$ cat config.mk
export PLATFORM = sky130hd
export DESIGN_NAME = rxdma_ring
export DESIGN_NICKNAME = d
export VERILOG_FILES = /design/src/rtl/rxdma_pkg.sv /design/src/rtl/rxdma_regs.sv /design/src/rtl/rxdma_dropctr.sv /design/src/rtl/rxdma_engine.sv /design/src/rtl/rxdma_ring.sv
export SDC_FILE = /design/constraint.sdc
export NUM_CORES = 1
export LEC_CHECK = 0
export ABC_AREA = 0
export BUFFER_PORTS_ARGS = -buffer_cell sky130_fd_sc_hd__buf_2
export CAP_MARGIN = 20
export CORE_MARGIN = 5
export CORE_UTILIZATION = 30
export DETAILED_ROUTE_END_ITERATION = 10
export GPL_TIMING_DRIVEN = 1
export SYNTH_ARGS = -nofsm -noshare
export SYNTH_HDL_FRONTEND = slang
export SYNTH_SLANG_ARGS = --single-unit
$ cat constraint.sdc
create_clock -name clk -period 4.2 [get_ports clk]
set_input_delay 0.84 -clock clk [delete_from_list [all_inputs] [get_ports clk]]
set_output_delay 0.84 -clock clk [all_outputs]
set_load 0.05 [all_outputs]
$ cat src/rtl/rxdma_pkg.sv
package rxdma_pkg;
    localparam int SIZE_W   = 16;
    localparam int OWN_BIT  = 15;
    localparam int LAST_BIT = 31;
    localparam int VALID_BIT = 31;
    localparam int GO_BIT   = 15;

    typedef enum logic [2:0] {
        RX_IDLE, RX_FETCH, RX_FILL, RX_FLUSH, RX_PUTLEN, RX_PUTSTAT
    } rx_state_e;
endpackage

$ cat src/rtl/rxdma_regs.sv
module rxdma_regs
    import rxdma_pkg::*;
#(
    parameter int DROP_W = 8
) (
    input  logic              clk,
    input  logic              rst_n,
    input  logic              cfg_we,
    input  logic [2:0]        cfg_addr,
    input  logic [31:0]       cfg_wdata,
    output logic [31:0]       cfg_rdata,
    input  logic              step_pulse,
    input  logic [31:0]       step_ptr,
    input  logic              stop_pulse,
    input  logic              eoq_pulse,
    input  logic [DROP_W-1:0] drop_cnt,
    output logic              armed,
    output logic [31:0]       ring_ptr
);
    logic q_go, q_en, q_valid, q_eoq;
    logic wr_ctl, wr_lo, wr_hi, wr_st;

    assign wr_ctl = cfg_we && cfg_addr == 3'd0;
    assign wr_lo  = cfg_we && cfg_addr == 3'd1;
    assign wr_hi  = cfg_we && cfg_addr == 3'd2;
    assign wr_st  = cfg_we && cfg_addr == 3'd3;

    always_ff @(posedge clk or negedge rst_n) begin
        if (!rst_n) begin
            q_go     <= 1'b0;
            q_en     <= 1'b0;
            q_valid  <= 1'b0;
            q_eoq    <= 1'b0;
            ring_ptr <= '0;
        end else begin
            if (wr_ctl) begin
                q_go <= cfg_wdata[GO_BIT];
                q_en <= cfg_wdata[0];
            end
            if (wr_lo)           ring_ptr <= cfg_wdata;
            else if (step_pulse) ring_ptr <= step_ptr;
            if (wr_hi)           q_valid <= cfg_wdata[VALID_BIT];
            else if (stop_pulse) q_valid <= 1'b0;
            if (eoq_pulse)                  q_eoq <= 1'b1;
            else if (wr_st && cfg_wdata[0]) q_eoq <= 1'b0;
        end
    end

    assign armed = q_go && q_en && q_valid;

    always_comb begin
        unique case (cfg_addr)
            3'd0:    cfg_rdata = {16'h0, q_go, 14'h0, q_en};
            3'd1:    cfg_rdata = ring_ptr;
            3'd2:    cfg_rdata = {q_valid, 31'h0};
            3'd3:    cfg_rdata = {31'h0, q_eoq};
            3'd4:    cfg_rdata = 32'(drop_cnt);
            default: cfg_rdata = '0;
        endcase
    end

    p_eoq_set_r11: assert property (@(posedge clk) disable iff (!rst_n)
        eoq_pulse |=> q_eoq);
    p_eoq_hold_r11: assert property (@(posedge clk) disable iff (!rst_n)
        (q_eoq && !(wr_st && cfg_wdata[0])) |=> q_eoq);
    p_stop_clears_r12: assert property (@(posedge clk) disable iff (!rst_n)
        (stop_pulse && !wr_hi) |=> !q_valid);
endmodule

$ cat src/rtl/rxdma_dropctr.sv
module rxdma_dropctr #(
    parameter int DROP_W = 8
) (
    input  logic              clk,
    input  logic              rst_n,
    input  logic              inc,
    output logic [DROP_W-1:0] cnt
);
    localparam logic [DROP_W-1:0] CMAX = '1;

    always_ff @(posedge clk or negedge rst_n) begin
        if (!rst_n)                  cnt <= '0;
        else if (inc && cnt != CMAX) cnt <= cnt + 1'b1;
    end

    p_drop_sat_r13: assert property (@(posedge clk) disable iff (!rst_n)
        (cnt == CMAX) |=> (cnt == CMAX));
    p_drop_step_r13: assert property (@(posedge clk) disable iff (!rst_n)
        (inc && cnt != CMAX) |=> (cnt == $past(cnt) + 1'b1));
endmodule

$ cat src/rtl/rxdma_engine.sv
module rxdma_engine
    import rxdma_pkg::*;
#(
    parameter int MIN_FRAME = 64
) (
    input  logic        clk,
    input  logic        rst_n,
    input  logic        armed,
    input  logic [31:0] ring_ptr,
    output logic        step_pulse,
    output logic [31:0] step_ptr,
    output logic        stop_pulse,
    output logic        eoq_pulse,
    output logic        drop_pulse,
    output logic        mem_req,
    output logic        mem_we,
    output logic [31:0] mem_addr,
    output logic [3:0]  mem_be,
    output logic [31:0] mem_wdata,
    input  logic [31:0] mem_rdata,
    input  logic        mem_ack,
    input  logic        rx_valid,
    output logic        rx_ready,
    input  logic [7:0]  rx_data,
    input  logic        rx_last,
    input  logic        rx_crc_err,
    input  logic        rx_ovr_err
);
    rx_state_e st, st_nx;
    logic [1:0]        widx;
    logic [31:0]       desc, buf_base, nxt_lo, waddr, wbuf;
    logic              last_d, trunc, crc_f, ovr_f, got_last, mid;
    logic [SIZE_W-1:0] cap, bcnt;
    logic [3:0]        wbe;
    logic [2:0]        fetch_off;
    logic              idle_open, take, room, flush_now, short_f;
    logic [1:0]        lane;
    logic [15:0]       stat16;

    assign idle_open = !(armed && !mid);
    assign rx_ready  = (st == RX_IDLE && idle_open) || st == RX_FILL;
    assign take      = rx_valid && rx_ready;
    assign room      = bcnt < cap;
    assign lane      = bcnt[1:0];
    assign flush_now = room ? (lane == 2'd3 || rx_last) : (rx_last && wbe != 4'b0);
    assign short_f   = !trunc && (bcnt < SIZE_W'(MIN_FRAME));
    assign stat16    = {3'b000, crc_f, trunc, 1'b0, ovr_f, crc_f | ovr_f,
                        3'b000, short_f, 2'b00, 2'b11};

    always_comb begin
        unique case (widx)
            2'd0:    fetch_off = 3'd0;
            2'd1:    fetch_off = 3'd2;
            2'd2:    fetch_off = 3'd3;
            default: fetch_off = 3'd5;
        endcase
    end

    // state register
    always_ff @(posedge clk or negedge rst_n) begin
        if (!rst_n) st <= RX_IDLE;
        else        st <= st_nx;
    end

    always_comb begin
        st_nx = st;
        unique case (st)
            RX_IDLE:    if (armed && !mid) st_nx = RX_FETCH;
            RX_FETCH:   if (mem_ack && widx == 2'd3)
                            st_nx = mem_rdata[OWN_BIT] ? RX_FILL : RX_IDLE;
            RX_FILL:    if (take) st_nx = flush_now ? RX_FLUSH :
                                          (rx_last ? RX_PUTLEN : RX_FILL);
            RX_FLUSH:   if (mem_ack) st_nx = got_last ? RX_PUTLEN : RX_FILL;
            RX_PUTLEN:  if (mem_ack) st_nx = RX_PUTSTAT;
            RX_PUTSTAT: if (mem_ack) st_nx = last_d ? RX_IDLE : RX_FETCH;
            default:    st_nx = RX_IDLE;
        endcase
    end

    // datapath registers
    always_ff @(posedge clk or negedge rst_n) begin
        if (!rst_n) begin
            widx <= '0; desc <= '0; buf_base <= '0; nxt_lo <= '0;
            last_d <= 1'b0; cap <= '0; bcnt <= '0; wbe <= '0;
            wbuf <= '0; waddr <= '0; trunc <= 1'b0; crc_f <= 1'b0;
            ovr_f <= 1'b0; got_last <= 1'b0; mid <= 1'b0;
        end else begin
            if (take) mid <= !rx_last;
            unique case (st)
                RX_IDLE: if (st_nx == RX_FETCH) begin
                    desc <= ring_ptr;
                    widx <= '0;
                end
                RX_FETCH: if (mem_ack) begin
                    widx <= widx + 1'b1;
                    unique case (widx)
                        2'd0: buf_base <= mem_rdata;
                        2'd1: nxt_lo   <= mem_rdata;
                        2'd2: last_d   <= mem_rdata[LAST_BIT];
                        default: begin
                            cap      <= mem_rdata[31:16];
                            bcnt     <= '0;
                            wbe      <= '0;
                            wbuf     <= '0;
                            trunc    <= 1'b0;
                            crc_f    <= 1'b0;
                            ovr_f    <= 1'b0;
                            got_last <= 1'b0;
                        end
                    endcase
                end
                RX_FILL: if (take) begin
                    if (room) begin
                        wbuf[lane*8 +: 8] <= rx_data;
                        wbe[lane]         <= 1'b1;
                        waddr             <= buf_base + 32'({bcnt[SIZE_W-1:2], 2'b00});
                        bcnt              <= bcnt + 1'b1;
                    end else begin
                        trunc <= 1'b1;
                    end
                    if (rx_last) begin
                        got_last <= 1'b1;
                        crc_f    <= rx_crc_err;
                        ovr_f    <= rx_ovr_err;
                    end
                end
                RX_FLUSH: if (mem_ack) begin
                    wbe  <= '0;
                    wbuf <= '0;
                end
                RX_PUTSTAT: if (mem_ack && !last_d) begin
                    desc <= nxt_lo;
                    widx <= '0;
                end
                default: ;
            endcase
        end
    end

    // outputs
    always_comb begin
        mem_req    = 1'b0;
        mem_we     = 1'b0;
        mem_addr   = '0;
        mem_be     = '0;
        mem_wdata  = '0;
        step_pulse = 1'b0;
        stop_pulse = 1'b0;
        eoq_pulse  = 1'b0;
        drop_pulse = 1'b0;
        step_ptr   = nxt_lo;
        unique case (st)
            RX_IDLE: drop_pulse = take && rx_last;
            RX_FETCH: begin
                mem_req    = 1'b1;
                mem_addr   = desc + {27'h0, fetch_off, 2'b00};
                mem_be     = 4'hF;
                stop_pulse = mem_ack && widx == 2'd3 && !mem_rdata[OWN_BIT];
            end
            RX_FLUSH: begin
                mem_req   = 1'b1;
                mem_we    = 1'b1;
                mem_addr  = waddr;
                mem_be    = wbe;
                mem_wdata = wbuf;
            end
            RX_PUTLEN: begin
                mem_req   = 1'b1;
                mem_we    = 1'b1;
                mem_addr  = desc + 32'd16;
                mem_be    = 4'hF;
                mem_wdata = 32'(bcnt);
            end
            RX_PUTSTAT: begin
                mem_req    = 1'b1;
                mem_we     = 1'b1;
                mem_addr   = desc + 32'd20;
                mem_be     = 4'hF;
                mem_wdata  = {cap, stat16};
                eoq_pulse  = mem_ack && last_d;
                stop_pulse = mem_ack && last_d;
                step_pulse = mem_ack && !last_d;
            end
            default: ;
        endcase
    end

    p_req_hold_r4: assert property (@(posedge clk) disable iff (!rst_n)
        (mem_req && !mem_ack) |=> (mem_req && $stable(mem_addr) && $stable(mem_we)));
    p_be_live_r4: assert property (@(posedge clk) disable iff (!rst_n)
        (mem_req && mem_we) |-> (mem_be != 4'b0));
    p_cap_bound_r9: assert property (@(posedge clk) disable iff (!rst_n)
        bcnt <= cap);
    p_no_mem_idle_r2: assert property (@(posedge clk) disable iff (!rst_n)
        (st == RX_IDLE && !armed) |=> (st == RX_IDLE));
    p_ready_excl_r4: assert property (@(posedge clk) disable iff (!rst_n)
        mem_req |-> !rx_ready);
endmodule

$ cat src/rtl/rxdma_ring.sv
module rxdma_ring #(
    parameter int MIN_FRAME = 64,
    parameter int DROP_W    = 8
) (
    input  logic        clk,
    input  logic        rst_n,
    input  logic        cfg_we,
    input  logic [2:0]  cfg_addr,
    input  logic [31:0] cfg_wdata,
    output logic [31:0] cfg_rdata,
    output logic        mem_req,
    output logic        mem_we,
    output logic [31:0] mem_addr,
    output logic [3:0]  mem_be,
    output logic [31:0] mem_wdata,
    input  logic [31:0] mem_rdata,
    input  logic        mem_ack,
    input  logic        rx_valid,
    output logic        rx_ready,
    input  logic [7:0]  rx_data,
    input  logic        rx_last,
    input  logic        rx_crc_err,
    input  logic        rx_ovr_err
);
    logic              armed, step_pulse, stop_pulse, eoq_pulse, drop_pulse;
    logic [31:0]       ring_ptr, step_ptr;
    logic [DROP_W-1:0] drop_cnt;

    rxdma_regs #(.DROP_W(DROP_W)) u_regs (
        .clk(clk), .rst_n(rst_n), .cfg_we(cfg_we), .cfg_addr(cfg_addr),
        .cfg_wdata(cfg_wdata), .cfg_rdata(cfg_rdata), .step_pulse(step_pulse),
        .step_ptr(step_ptr), .stop_pulse(stop_pulse), .eoq_pulse(eoq_pulse),
        .drop_cnt(drop_cnt), .armed(armed), .ring_ptr(ring_ptr)
    );

    rxdma_dropctr #(.DROP_W(DROP_W)) u_drop (
        .clk(clk), .rst_n(rst_n), .inc(drop_pulse), .cnt(drop_cnt)
    );

    rxdma_engine #(.MIN_FRAME(MIN_FRAME)) u_eng (
        .clk(clk), .rst_n(rst_n), .armed(armed), .ring_ptr(ring_ptr),
        .step_pulse(step_pulse), .step_ptr(step_ptr), .stop_pulse(stop_pulse),
        .eoq_pulse(eoq_pulse), .drop_pulse(drop_pulse), .mem_req(mem_req),
        .mem_we(mem_we), .mem_addr(mem_addr), .mem_be(mem_be),
        .mem_wdata(mem_wdata), .mem_rdata(mem_rdata), .mem_ack(mem_ack),
        .rx_valid(rx_valid), .rx_ready(rx_ready), .rx_data(rx_data),
        .rx_last(rx_last), .rx_crc_err(rx_crc_err), .rx_ovr_err(rx_ovr_err)
    );
endmodule

==> results of run 1 <==
-- cell type report --
class / instances / area share, %
Clock inverter: 16 / 1.27
Clock buffer: 38 / 4.52
Antenna cell: 3 / 0.0429
Timing Repair Buffer: 235 / 8.89
Multi-Input combinational cell: 1129 / 43.8
Tap cell: 615 / 4.40
Sequential cell: 251 / 35.9
Inverter: 55 / 1.18
-- kinds of logic after synthesis --
family / after synthesis
xor gates and xnor gates: 70
DFF: 251
and+or+nand+nor: 522
muxes: 127
AOI/OAI and AO/OA: 365
adders and majority gates: 45
buffers and inverters: 156
-- cells in the mapped netlist (8+ instances only) --
| library cell | n | area share [%] |
|---|---|---|
| nand2_1 | 253 | 6.6 |
| dfrtp_1 | 251 | 44 |
| o21ai_0 | 179 | 6.3 |
| mux2_2 | 69 | 5.4 |
| nand3_1 | 66 | 2.3 |
| clkbuf_1 | 63 | 1.7 |
| mux2i_1 | 58 | 4.1 |
| inv_1 | 54 | 1.4 |
| a21oi_1 | 44 | 1.5 |
| xnor2_1 | 44 | 2.7 |
| ha_1 | 43 | 3.8 |
| nor2_1 | 42 | 1.1 |
| and2_1 | 28 | 1.2 |
| nand4_1 | 26 | 1.1 |
| xor2_1 | 26 | 1.6 |
| buf_2 | 24 | 0.84 |
| a22oi_1 | 22 | 1.2 |
| nor3_1 | 20 | 0.70 |
| a222oi_1 | 18 | 1.3 |
| a22o_1 | 16 | 0.98 |
| a211oi_1 | 14 | 0.74 |
| nor4_1 | 13 | 0.57 |
| and3_1 | 11 | 0.48 |
| buf_1 | 11 | 0.29 |
| nor2b_1 | 10 | 0.44 |
| nand2b_1 | 9 | 0.39 |
| o221ai_1 | 9 | 0.55 |
| or3_1 | 9 | 0.39 |
| or4_1 | 9 | 0.47 |
| a21o_1 | 8 | 0.42 |
-- timing repair --
item / 4_1_cts / 5_1_grt
buffers inserted: 11 / 5
pin swaps: 17 / 12
setup endpoints to repair: 25 / 26
gates resized for setup: 39 / 28
-- per-layer routing --
layer	routed length, um	track usage, %	vias to the layer above
li1	-	-	5836
met1	20500	23.1	6218
met2	24700	32.2	417
met3	3000	3.19	83
met4	1370	5.07	2
met5	13	0	-
-- worst paths after layout --
check,depth (start not counted),from,to
setup reg to reg,9,u_eng.bcnt[2],u_eng.waddr[24]
min in group clk,2,u_eng.buf_base[0],u_eng.waddr[0]
hold / removal,1,rst_n,u_eng.desc[28]
max in group asynchronous,2,rst_n,u_eng.wbuf[11]
setup / recovery,12,u_eng.st[1],mem_addr[10]
hold reg to reg,2,u_eng.buf_base[0],u_eng.waddr[0]
-- metrics by stage --
step,instances,util (%),total power [mW],setup WS (ps)
floorplan,1536,-,6.64,-202
global placement,2268,33.9,7.87,164
detailed placement,2268,33.9,7.97,95.9
CTS,2333,36.5,10.8,-118
global route,2339,36.8,11.4,-122
finish,2342,36.9,10.8,-63.9
-- worst max-delay path: cells and delay by family, from the launching register on --
family                     cells  cell delay [ps]
DFF                            1              350
AOI/OAI and AO/OA              3              790
adders and majority gates      2              530
buffers and inverters          1              170
and+or+nand+nor                6             1010
-- sequential cells by signal, indices dropped and copies added (netlist names), 2 cells and up --
register         flops
u_drop.cnt           8
u_eng.wbe            4
u_eng.st             3
u_eng.desc          32
u_eng.waddr         32
u_eng.cap           16
u_eng.wbuf          32
u_eng.step_ptr      32
u_regs.ring_ptr     32
u_eng.widx           2
u_eng.bcnt          16
u_eng.buf_base      32
-- power groups by stage --
stage / clock [mW] / sequential (mW) / combinational, mW
3_5_place_dp: 0 / 4.11 / 3.86
2_1_floorplan: 0 / 3.71 / 2.93
4_1_cts: 2.76 / 4.07 / 3.99
6_report: 2.70 / 4.09 / 4.01
3_3_place_gp: 0 / 4.08 / 3.79
5_1_grt: 2.86 / 4.19 / 4.39
==> reports/metrics.cfg, run 1 <==
[run_status]
status=complete, but fails checks
violations=negative setup slack

[critical_path]
end_kind=primary output
crit_type=reg2out
slowest_stage=dfrtp_1
critPathMaxStageDelay_ps=350
crit_required_ps=3360
start_kind=flip-flop
rrSetupSlack_ps=1100
path_cells=and2b_2 > and2_4 > or3_1 > ha_2 > fa_2 > a21o_1 > and2_4 > a22o_4 > nand2_2 > nor2_1 > a221o_1 > buf_6
cpMostUsedCell=and2_4
cp.arrival_ps=3420
cp_max_fo=3

[flow_run]
drv_cap=0

[clock_network]
h-tree-depth=1
cts_hold_buffers=0
clockRootBuffer=clkbuf_16
clock-sinks=251
cts_buffers=29
clockBufferDepth=3
clk_latency_ps=570
clk_pin_slew_worst_paths_ps=70
cts_tree=yes

[sta]
final_max_slew_viol_count=0
final.setup_skew_ps=35.8
finalWorstSetupSlack_ps=-63.9
hold_viol_final=0
period_share_pct=102
finalSetupViolations=3
hold_ws_ps=255
fmax_ghz=0.235
relSlewSlack_pct=28.0
worst_slew_pin_slew_ps=1080
fin_crit_ps=4260
setup_tns_ps=-126
rsz0062_at_grt=yes

[synthesis]
postSynthAreaPerCell_um2=9.31
synth_xor_xnor_area_share_pct=4.29
synth_top_family_by_area=simple AND/OR/NAND/NOR gates
async_flop_share_pct=100
ys_seq_area_share_pct=43.9
ys_warn_count=0
synth.distinct_cells=77
synth_edf_count=0
synth-compound-area-share_pct=16.3
synth_flop_cell=dfrtp_1
syn_inst=1536
netlist_area_mm2=0.0143
synthSimpleGateAreaFrac_pct=17.6
yosys.area_share.adder_pct=4.04
yosys-mux-area-fraction_pct=9.49
ys_seq_elements=251
synth_nets=1664

[global_route]
overflow=0
grt_pass1_wl_mm=75.9
grt_usage_pct=18.2
grt_pass1_vias=12400
grt_max_degree=81
antenna_found_initial=5

[cells_and_area]
syn2layout_area_growth_pct=22.3
multiInputGateArea_mm2=0.00765
final_common_cell=dfrtp_1
seqCellArea_mm2=0.00628
final_cell_mix=dfrtp_1, nand2_1, o21ai_0
fill_cells=4860
nets=1829
design_area_mm2=0.0175
drive_above_1_share_pct=24.2

[power_and_ir_drop]
p_clk_share_pct=25.0
seq_power_share_pct=37.8
p_sw_mw=4.37
intPower_mw=6.43
power_frac_comb_pct=37.1
swShare_pct=40.5
pwr_density_cell_mw_per_mm2=618
leakagePower_nw=7.75
ir_worst_vdd_v=0.000289

[placement]
place.gp.congestion=0.883
dp_hpwl_mm=36.5
dpl_cell_area_mm2=0.0161
io_buffers=185

[floorplanning]
rows=80
start_util_pct=30.1
die_height_um=228
dieArea_mm2=0.0521
core_mm2=0.0474
die_w_um=228
io_pins=186

[detailed_routing]
drc=0
vias=12600
drt-total-wl_mm=49.6
avgViaCountPerCell=5.36
dr.pass1.iters=6
postRouteAntennaNets=0
drt_iter0_markers=1137
post_drt_wl_per_cell_um=21.2

[hold_path]
hold_path_class=in2async

No activity file was read; power rests on OpenSTA's default activity.
==> run 2: changes to the inputs <==
--- a/config.mk
+++ b/config.mk
@@ -14,4 +14,5 @@
 export GPL_TIMING_DRIVEN = 1
 export SYNTH_ARGS = -nofsm -noshare
 export SYNTH_HDL_FRONTEND = slang
+export SYNTH_HIERARCHICAL = 1
 export SYNTH_SLANG_ARGS = --single-unit
==> run 2 against run 1 <==
Against the previous run: the flow still finishes with violations (negative setup slack); synthesized area up 2.1%; global-route usage up 0.50 points; critical endpoint is now u_eng/widx[0]; fmax down 1.4%; largest power group is now combinational cells; clock power up 6%.
==> reports/metrics.cfg, run 2 <==
[clock_network]
cts_tree=yes
clock-sinks=251
clockBufferDepth=3
h-tree-depth=1
clockRootBuffer=clkbuf_16
cts_hold_buffers=0
clk_pin_slew_worst_paths_ps=60
clk_latency_ps=560
cts_buffers=29

[sta]
finalSetupViolations=10
period_share_pct=103
final_max_slew_viol_count=0
hold_viol_final=0
worst_slew_pin_slew_ps=908
hold_ws_ps=314
fin_crit_ps=4320
final.setup_skew_ps=14.2
relSlewSlack_pct=38.8
fmax_ghz=0.231
rsz0062_at_grt=yes
finalWorstSetupSlack_ps=-125

[floorplanning]
rows=80
io_pins=186
die_w_um=231
dieArea_mm2=0.0532
core_mm2=0.0479
start_util_pct=30.5
die_height_um=231

[flow_run]
drv_cap=0

[detailed_routing]
vias=13100
drt-total-wl_mm=52.3
drt_iter0_markers=1263
avgViaCountPerCell=5.45
dr.pass1.iters=5
drc=0
postRouteAntennaNets=0
post_drt_wl_per_cell_um=21.7

[cells_and_area]
syn2layout_area_growth_pct=24.6
final_common_cell=nand2_1
design_area_mm2=0.0182
drive_above_1_share_pct=25.8
final_util_pct=38.0
final_cell_mix=nand2_1, dfrtp_1, buf_2
fill_cells=4763
nets=1900

[critical_path]
r2r_end=u_eng/widx[0]
cp.arrival_ps=4740
cp_max_fo=3
critical-path-top-delay-family=buffers and inverters
critPathMaxStageDelay_ps=400
regToRegStartpoint=u_eng/widx[0]
crit_type=reg2reg
rr_worst_depth=32
start_kind=flip-flop
end_kind=flip-flop
slowest_stage=dfrtp_2
crit_required_ps=4610
rrSetupSlack_ps=-120
critPathLaunch=u_eng/widx[0]
cp.buffers_inverters=30
cpMostUsedCell=buf_4

[power_and_ir_drop]
leakagePower_nw=7.89
ir_worst_vdd_v=0.00134
p_total_mw=16.4
pwr_density_cell_mw_per_mm2=901

[placement]
place_ws_ps=196
dpl_cell_area_mm2=0.0165
io_buffers=185
place.gp.congestion=0.913
dp_hpwl_mm=38.1

[global_route]
grt_max_degree=93
overflow=0
grt_usage_pct=18.7
grt_pass1_wl_mm=79.3
grt_pass1_vias=13100
antenna_found_initial=4

[synthesis]
ys_seq_elements=251
yosysTopAreaCell=dfrtp_1
synth_top_cell_area_share_pct=43.0
syn_inst=1572
synthTopCellsByArea=dfrtp_1, nand2_1, mux2_2
postSynthAreaPerCell_um2=9.29
synth_nets=1700
yosysMostFrequentCell=nand2_1
async_flop_share_pct=100
netlist_area_mm2=0.0146
ys_seq_area_share_pct=43.0
ys_warn_count=6
synthTopCellsByCount=nand2_1, dfrtp_1, o21ai_0, nor2_1, mux2_2
synth_flop_cell=dfrtp_1
synth.distinct_cells=91
synth_edf_count=0

[run_status]
violations=negative setup slack
status=complete, but fails checks

[hold_path]
hold_path_class=in2async

## run 2: timing repair
action / 4_1_cts / 5_1_grt
pin swaps: 11 / 8
endpoints found under the setup margin: 23 / 24
resized for setup: 36 / 40
setup buffers: 37 / 7
## run 2: cell type report
| class | instances | area (um^2) | area share (%) |
|---|---|---|---|
| multi-input cells | 1189 | 7960 | 43.7 |
| flip-flops and latches | 251 | 6280 | 34.5 |
| repair buffers | 264 | 1970 | 10.8 |
| clock buffers | 41 | 841 | 4.62 |
| well taps | 615 | 769 | 4.23 |
| clock inverters | 11 | 233 | 1.28 |
| inverters | 37 | 140 | 0.770 |
| diodes | 1 | 2.50 | 0.0137 |
## run 2: per-stage QoR
stage,std cells,TNS [ps]
finish,2409,-501
global route,2408,-1930
CTS,2402,-15.2
detailed placement,2313,0
global placement,2313,0
floorplan,1572,-481
## run 2: worst max path at each step
stage                                to  slack (ps)  cells past startpoint
after floorplan            mem_addr[24]        -260                     11
after global placement     mem_addr[22]         270                     11
after CTS                  mem_addr[22]          -5                     12
after global routing       mem_addr[18]        -160                     14
after detailed placement   mem_addr[22]         200                     11
final                     u_eng/widx[0]        -120                     32
## run 2: where the power goes
| group | total [mW] | switching (mW) | internal (mW) |
|---|---|---|---|
| Clock | 2.85 | 1.04 | 1.81 |
| Combinational | 9.20 | 5.61 | 3.59 |
| Sequential | 4.34 | 1.04 | 3.30 |
## run 2: cell families (layout without fill, tap and decap cells)
kind of cell | after synthesis | count (layout) | synth area share [%]
AND/OR/NAND/NOR | 575 | 575 | 19.2
adder cells (fa/ha/maj) | 45 | 45 | 3.96
XOR/XNOR | 53 | 53 | 3.18
flip-flops | 251 | 251 | 43.0
buffers and inverters | 132 | 353 | 4.04
other | 0 | 1 | 0
AO/OA/AOI/OAI | 398 | 398 | 17.9
multiplexers | 118 | 118 | 8.73
## run 2: layer usage
layer	up-vias	track usage, %	share of wire, %
met5	-	0	0.11
met4	8	6.18	3.5
met3	113	2.29	5.1
met2	454	32.0	49
met1	6507	24.9	43
li1	6050	-	-
